File: config.mk
export PLATFORM = sky130hd
export DESIGN_NAME = mdio_master
export DESIGN_NICKNAME = d
export VERILOG_FILES = /design/src/rtl/mdio_pkg.sv /design/src/rtl/mdio_clkgen.sv /design/src/rtl/mdio_frame_eng.sv /design/src/rtl/mdio_master.sv
export SDC_FILE = /design/constraint.sdc
export NUM_CORES = 1
export LEC_CHECK = 0
export CORE_MARGIN = 5
export CORE_UTILIZATION = 35
export DETAILED_ROUTE_END_ITERATION = 16
export DONT_BUFFER_PORTS = 1
export GPL_TIMING_DRIVEN = 0
export PLACE_DENSITY = 0.57
export SLEW_MARGIN = 20
export SYNTH_ARGS = -nofsm -noshare
export SYNTH_HDL_FRONTEND = slang
export SYNTH_SLANG_ARGS = --single-unit
File: constraint.sdc
create_clock -name clk -period 6.2 [get_ports clk]
set_clock_uncertainty 0.15 [all_clocks]
set_input_delay 1.24 -clock clk [delete_from_list [all_inputs] [get_ports clk]]
set_output_delay 1.24 -clock clk [all_outputs]
set_load 0.01 [all_outputs]
File: src/rtl/mdio_pkg.sv
package mdio_pkg;
  localparam int PRE_LEN = 32;
  localparam int FRAME_W = PRE_LEN + 32;
  localparam int DIV_W   = 3;

  typedef enum logic [1:0] {
    OP_NONE  = 2'b00,
    OP_WR    = 2'b01,
    OP_RDINC = 2'b10,
    OP_RD    = 2'b11
  } mdio_op_e;

  typedef enum logic [2:0] {
    S_IDLE, S_LAUNCH, S_ADDR, S_DATA, S_FIN
  } seq_e;

  function automatic logic [FRAME_W-1:0] mk_frame(
    input logic [1:0]  st,
    input logic [1:0]  op,
    input logic [4:0]  pa,
    input logic [4:0]  ra,
    input logic [1:0]  ta,
    input logic [15:0] dat);
    return {{PRE_LEN{1'b1}}, st, op, pa, ra, ta, dat};
  endfunction
endpackage

File: src/rtl/mdio_clkgen.sv
module mdio_clkgen #(
  parameter int DIV_W = 3
) (
  input  logic             clk,
  input  logic             rst_n,
  input  logic             run,
  input  logic [DIV_W-1:0] sel,
  output logic             tick
);
  localparam int CNT_W = (1 << DIV_W) + 1;

  logic [CNT_W-1:0] cnt;
  logic [CNT_W-1:0] lim;

  assign lim  = CNT_W'(2) << sel;
  assign tick = run && (cnt == lim - CNT_W'(1));

  always_ff @(posedge clk) begin
    if (!rst_n)           cnt <= '0;
    else if (!run || tick) cnt <= '0;
    else                  cnt <= cnt + CNT_W'(1);
  end
endmodule

File: src/rtl/mdio_frame_eng.sv
module mdio_frame_eng #(
  parameter int FW = 64
) (
  input  logic          clk,
  input  logic          rst_n,
  input  logic          start,
  input  logic [FW-1:0] frame,
  input  logic          rd,
  input  logic          tick,
  input  logic          mdi,
  output logic          active,
  output logic          done,
  output logic          mdc,
  output logic          mdo,
  output logic          oe,
  output logic [15:0]   rdata
);
  localparam int IW      = $clog2(FW);
  localparam int TA_IDX  = FW - 18;
  localparam int DAT_IDX = FW - 16;

  logic [IW-1:0] idx;
  logic [FW-1:0] sh;
  logic          rd_q;

  always_ff @(posedge clk) begin
    if (!rst_n) begin
      active <= 1'b0;
      done   <= 1'b0;
      mdc    <= 1'b0;
      rd_q   <= 1'b0;
      idx    <= '0;
      sh     <= '0;
      rdata  <= '0;
    end else begin
      done <= 1'b0;
      if (start) begin
        active <= 1'b1;
        rd_q   <= rd;
        idx    <= '0;
        sh     <= frame;
        mdc    <= 1'b0;
        rdata  <= '0;
      end else if (active && tick) begin
        if (!mdc) begin
          mdc <= 1'b1;
          if (rd_q && idx >= IW'(DAT_IDX)) rdata <= {rdata[14:0], mdi};
        end else begin
          mdc <= 1'b0;
          if (idx == IW'(FW - 1)) begin
            active <= 1'b0;
            done   <= 1'b1;
          end else begin
            idx <= idx + IW'(1);
            sh  <= {sh[FW-2:0], 1'b0};
          end
        end
      end
    end
  end

  assign mdo = sh[FW-1];
  assign oe  = active && !(rd_q && idx >= IW'(TA_IDX));
endmodule

File: src/rtl/mdio_master.sv
module mdio_master
  import mdio_pkg::*;
(
  input  logic        clk,
  input  logic        rst_n,
  input  logic        reg_wr,
  input  logic [1:0]  reg_addr,
  input  logic [31:0] reg_wdata,
  output logic [31:0] reg_rdata,
  output logic        mdc_o,
  output logic        mdio_o,
  output logic        mdio_oe,
  input  logic        mdio_i
);
  logic [31:0]      addr_q;
  logic [15:0]      data_q;
  mdio_op_e         op_q;
  logic             skip_q;
  logic [DIV_W-1:0] div_q;
  logic             busy_q;
  logic [3:0]       psel_q;
  seq_e             state;

  logic               wr_ok, tick, eng_active, eng_done;
  logic               eng_start, eng_rd;
  logic [FRAME_W-1:0] eng_frame, addr_frame, data_frame;
  logic [15:0]        eng_rdata;
  logic               c45, c22_ok, legal, read_op, st_fin;
  logic [4:0]         pa;
  logic [1:0]         ta;

  assign wr_ok   = reg_wr && !busy_q;
  assign c45     = addr_q[30];
  assign pa      = addr_q[20:16];
  assign c22_ok  = (pa < 5'd4) && psel_q[pa[1:0]];
  assign read_op = op_q[1];
  assign legal   = (op_q != OP_NONE) && (c45 || c22_ok);
  assign ta      = read_op ? 2'b11 : 2'b10;
  assign st_fin  = (state == S_FIN);

  assign addr_frame = mk_frame(2'b00, 2'b00, pa, addr_q[25:21], 2'b10, addr_q[15:0]);

  always_comb begin
    if (c45)
      data_frame = mk_frame(2'b00, op_q, pa, addr_q[25:21], ta,
                            read_op ? 16'hFFFF : data_q);
    else
      data_frame = mk_frame(2'b01, read_op ? 2'b10 : 2'b01, pa, addr_q[4:0], ta,
                            read_op ? 16'hFFFF : data_q);
  end

  always_comb begin
    eng_start = 1'b0;
    eng_rd    = 1'b0;
    eng_frame = data_frame;
    if (state == S_LAUNCH && legal) begin
      eng_start = 1'b1;
      if (c45 && !skip_q) eng_frame = addr_frame;
      else                eng_rd    = read_op;
    end else if (state == S_ADDR && eng_done) begin
      eng_start = 1'b1;
      eng_rd    = read_op;
    end
  end

  always_ff @(posedge clk) begin
    if (!rst_n) begin
      addr_q <= '0;
      data_q <= '0;
      op_q   <= OP_NONE;
      skip_q <= 1'b0;
      div_q  <= '0;
      busy_q <= 1'b0;
      psel_q <= '0;
      state  <= S_IDLE;
    end else begin
      if (wr_ok) begin
        case (reg_addr)
          2'd0: addr_q <= reg_wdata;
          2'd1: begin
            data_q <= reg_wdata[15:0];
            op_q   <= mdio_op_e'(reg_wdata[17:16]);
            skip_q <= reg_wdata[18];
            div_q  <= reg_wdata[21:19];
            busy_q <= reg_wdata[22];
            if (reg_wdata[22]) state <= S_LAUNCH;
          end
          2'd2: psel_q <= reg_wdata[3:0];
          default: ;
        endcase
      end
      case (state)
        S_LAUNCH: begin
          if (!legal)                state <= S_FIN;
          else if (c45 && !skip_q)   state <= S_ADDR;
          else                       state <= S_DATA;
        end
        S_ADDR: if (eng_done) state <= S_DATA;
        S_DATA: if (eng_done) state <= S_FIN;
        S_FIN: begin
          busy_q <= 1'b0;
          state  <= S_IDLE;
          if (legal && read_op) data_q <= eng_rdata;
          if (legal && c45 && op_q == OP_RDINC)
            addr_q[15:0] <= addr_q[15:0] + 16'd1;
        end
        default: ;
      endcase
    end
  end

  always_comb begin
    case (reg_addr)
      2'd0:    reg_rdata = addr_q;
      2'd1:    reg_rdata = {9'd0, busy_q, div_q, skip_q, op_q, data_q};
      2'd2:    reg_rdata = {28'd0, psel_q};
      default: reg_rdata = '0;
    endcase
  end

  mdio_clkgen #(.DIV_W(DIV_W)) u_clkgen (
    .clk  (clk),
    .rst_n(rst_n),
    .run  (eng_active),
    .sel  (div_q),
    .tick (tick)
  );

  mdio_frame_eng #(.FW(FRAME_W)) u_eng (
    .clk   (clk),
    .rst_n (rst_n),
    .start (eng_start),
    .frame (eng_frame),
    .rd    (eng_rd),
    .tick  (tick),
    .mdi   (mdio_i),
    .active(eng_active),
    .done  (eng_done),
    .mdc   (mdc_o),
    .mdo   (mdio_o),
    .oe    (mdio_oe),
    .rdata (eng_rdata)
  );
endmodule

==> results by stage <==
Global routing:
- The global-route congestion overflow total is 0.
- The wire length of the first global-routing pass is 37.8 mm.
- Entering global routing, the biggest net connects 17 pins.
- The via count of the first global-routing pass is 6793.
- The initial antenna violation count is 0.
- For this run, the total global-route usage over all layers was measured as 18.3%.

Layout:
- Leaving out filler cells and counting taps, the final layout contains 1258.
- The net count of the finished layout is 1003.
- The number of diodes added for antenna fixing is 0.
- The post-route netlist has 5.45% of its cells at a drive strength greater than 1.
- The number of inserted filler cells in the final layout is 2333.
- The combined flip-flop and latch cell area is 3220 µm².
- Cells fill 39.4% of the core in the end.
- The multi-input combinational cells in the finished layout cover a total of 4350 µm².
- The layout-stage area growth over the synthesis result is 11.6%.

Clock tree:
- The number of clock buffers inserted by TritonCTS is 17.
- The number of cells upsized or downsized after cts is 0.
- Once the clock tree was built, the setup fixing pass inserted 0 buffers.
- The longest clock path from root to sink contains 2 buffers.
- TritonCTS built the clock tree.
- The clock transition at the register clock pins on the worst setup and hold paths after CTS is 0.06 ns.
- The number of sinks on the clock net is 161.
- The depth of the CTS H-tree is 4.
- The later pin in the worst-skew pair is clocked with a latency of 0.43 ns.
- The buffer cell driving the clock tree root is clkbuf_16.
- For this design, the CTS-stage hold fixing added 0 buffers.

Pwr:
- Of the total power, the share spent switching nets is 25.4%.
- The relative contribution of combinational cells to total power is 5.5%.
- Summing internal, switching and leakage power gives 2.21 mW.
- The register share of total power is 48.2%.
- IR analysis of the VDD net gives a maximum drop of 0.153 mV.
- Per report_power, the clock group accounts for 46.3% of the total.
- The analysis attributes to net switching a power of 561 µW.
- Dividing total power by cell area gives a power density of 250 nW/µm².
- The internal power is 1.65 mW.
- The leakage component of the power is 3.45 nW.

Timing:
- Setup repair after global routing left no endpoint under its margin.
- For the pin with the worst max-slew slack, the measured transition is 1.10 ns.
- Measured against its own limit, the worst slew margin works out to 26.1%.
- The count of final hold-check violations is 0.
- Setup violations remaining at the end of the flow were counted as 0.
- In the finished design, the share of the clock period the worst path needs comes to 70.8%.
- The total negative slack is 0 ns.
- Static timing analysis puts the maximum clock frequency at 228 MHz.
- The routed design could run at a clock period as short as 4.39 ns.
- The max-slew violation count came to 0.

Setup path:
- The setup check on the worst reg-to-reg path leaves a slack of 2.26 ns.
- Traced cell by cell, the critical path runs through clkbuf_1 > buf_1 > mux2i_1 > o21ai_0.
- The delay of the slowest cell on the worst path is 0.78 ns.
- The startpoint of the most critical register-to-register path is div_q[2]$_SDFFE_PN0P_.
- The worst setup path is launched from a primary input.
- Of all nets on the critical path, the largest fanout is 10.
- The arrival time of the worst setup path is 3.00 ns.
- On the critical path, the stage with the largest delay is an instance of buf_1.
- The critical path required time is 4.81 ns.
- The worst reg2reg path depth is 11.
- The timing endpoint of the critical path is reg_rdata[0].
- The endpoint identified for the worst register-to-register timing path is u_eng.idx[0]$_SDFFE_PP0P_.
- The setup path with the least slack is of type primary input to primary output.
- The beginning of the critical path is reg_addr[0].
- STA classifies the critical path endpoint as a primary output.

Synth:
- The part of the Yosys area used for sequential elements is 40.7%.
- The count of warnings emitted by yosys is 0.
- After technology mapping, the gate count stands at 941.
- The number of distinct library cells after synthesis is 57.
- The number of nets produced by synthesis is 984.
- The synthesized design contains 161 register bits.
- Yosys mapped a number of flops with a built-in enable equal to 0.
- The dominant register cell in the synthesized netlist is dfxtp_1.
- The area of the mapped netlist is 7920 µm².
- The post-synthesis async set-or-reset flop share is 0%.
- The mean area per synthesized cell is 8.41 µm².

Place:
- The congestion estimate from routability-driven global placement came to 0.886.
- The count of buffers added on input and output ports is 0.
- Including well taps, the total number of placed cells is 1226.
- The placed wire-length estimate after detailed placement is 17.2 mm.

Floorplan:
- In this run the count of I/O pins placed on the die edge is 73.
- From left edge to right edge, the die measures 160 µm.
- The floorplan step defined a die boundary enclosing 25700 µm².
- The height of the die is 160 µm.
- After floorplanning, the core was sized to cover 22400 µm².
- The starting density of the core is 35.3%.
- The site row count is 55.

Worst hold path:
- The min-delay analysis places its worst path in the category flip-flop to flip-flop.
- The startpoint of the most critical hold path is addr_q[27]$_SDFFE_PN0P_.

Detailed routing:
- The routed design has 23.4 mm of wire.
- The detailed-route wire length per cell is 18.6 µm.
- The average via count per standard cell is 5.69.
- The violation count after the first detailed-route iteration is 685.
- The number of DRC violations after detailed routing is 0.
- Once detail routing completed, the nets flagged for antenna violations numbered 0.
- The first TritonRoute pass finished after 6 iterations.
- Detailed routing inserted a total of 7153 vias.

Job:
- Max-cap violations in this run came to 0.

Run status:
- The flow ran to the end, and the final reports show no timing, DRC or antenna violations.
flip-flops by register name (all words and copies together) (netlist names), 2 cells and up:
| name | cells |
|---|---|
| state | 3 |
| u_eng.idx | 6 |
| div_q | 3 |
| u_eng.sh | 64 |
| addr_q | 32 |
| data_q | 16 |
| u_eng.rdata | 16 |
| op_q | 2 |
| u_clkgen.cnt | 9 |
| psel_q | 4 |
layer usage:
metal  global-route usage [%]  vias up  wire, µm
met2                     27.4      187     10300
met4                     5.44        0       441
met5                        0        -         0
li1                         -     3446         -
met1                     26.2     3485     11200
met3                     4.26       35      1390
through the flow:
step | setup WS, ns | instance area (µm²) | hold slack [ns]
floorplan | 2.36 | 7920 | 0.282
global placement | 1.85 | 8270 | 0.297
detailed placement | 1.83 | 8270 | 0.299
CTS | 1.82 | 8830 | 0.315
global route | 1.73 | 8830 | 0.338
finish | 1.81 | 8830 | 0.311
worst max-delay path, delay by kind of cell:
family / cells / cell delay, ns
buf+inv: 2 / 1.17
compound gates: 1 / 0.39
mux: 1 / 0.19
layout make-up:
class                      instances  share of cell area [%]
tap                              285                    4.04
buffer                            80                    3.64
inverter                           7                   0.297
clock buffer                      18                    4.86
sequential                       161                    36.5
clock inverter                    14                    1.47
multi-input combinational        693                    49.2
Yosys cell counts, types with 6 or more instances:
master / n / share of area [%]
o311a_1: 33 / 4.2
dfxtp_1: 161 / 41
and3_1: 7 / 0.55
buf_2: 11 / 0.70
inv_1: 7 / 0.33
nor2b_1: 18 / 1.4
nand2_1: 98 / 4.6
nor2_1: 92 / 4.4
and2_1: 14 / 1.1
a211oi_1: 11 / 1.0
nor3_1: 68 / 4.3
xor2_1: 6 / 0.66
nand3_1: 28 / 1.8
xnor2_1: 6 / 0.66
nand4_1: 15 / 1.2
o21ai_0: 57 / 3.6
or3_1: 39 / 3.1
a21boi_0: 24 / 2.3
clkbuf_1: 65 / 3.1
o211a_1: 18 / 2.3
a21oi_1: 16 / 1.0
mux2i_1: 65 / 8.2
power by group through the flow:
stage / logic [mW] / registers (mW) / clock network, mW
3_5_place_dp: 0.120 / 1.09 / 0
5_1_grt: 0.134 / 1.07 / 1.09
3_3_place_gp: 0.119 / 1.09 / 0
4_1_cts: 0.120 / 1.06 / 1.04
6_report: 0.121 / 1.07 / 1.02
2_1_floorplan: 0.0887 / 1.08 / 0
kinds of logic after synthesis:
group / Yosys count / synth area share (%)
adders and majority gates: 5 / 0.790
and+or+nand+nor: 407 / 25.3
muxes: 71 / 9.21
buffers and inverters: 87 / 4.39
DFF: 161 / 40.7
AOI/OAI and AO/OA: 198 / 18.3
xor gates and xnor gates: 12 / 1.33
cell usage in the layout, fill, tap and decap left out, types with 6 or more instances in the layout:
cell type	instances
xor2_1	6
xnor2_1	6
clkbuf_1	66
o311a_1	33
nor2b_1	18
nor3_1	68
nand4_1	15
buf_2	11
a21boi_0	24
and2_1	14
o211a_1	18
nor2_1	92
nand2_1	98
a21oi_1	16
and3_1	7
a211oi_1	11
or3_1	39
mux2i_1	65
nand3_1	28
o21ai_0	57
clkbuf_16	17
dfxtp_1	161
inv_1	7
how the worst min path moves through the flow:
stage	endpoint	depth (start not counted)
after global routing	addr_q[27]$_SDFFE_PN0P_	2
final	addr_q[27]$_SDFFE_PN0P_	2
after global placement	addr_q[27]$_SDFFE_PN0P_	2
after floorplan	u_eng.sh[31]$_SDFFE_PN0P_	2
after CTS	addr_q[27]$_SDFFE_PN0P_	2
after detailed placement	u_eng.sh[31]$_SDFFE_PN0P_	2
Power figures use the tool's default switching activity.
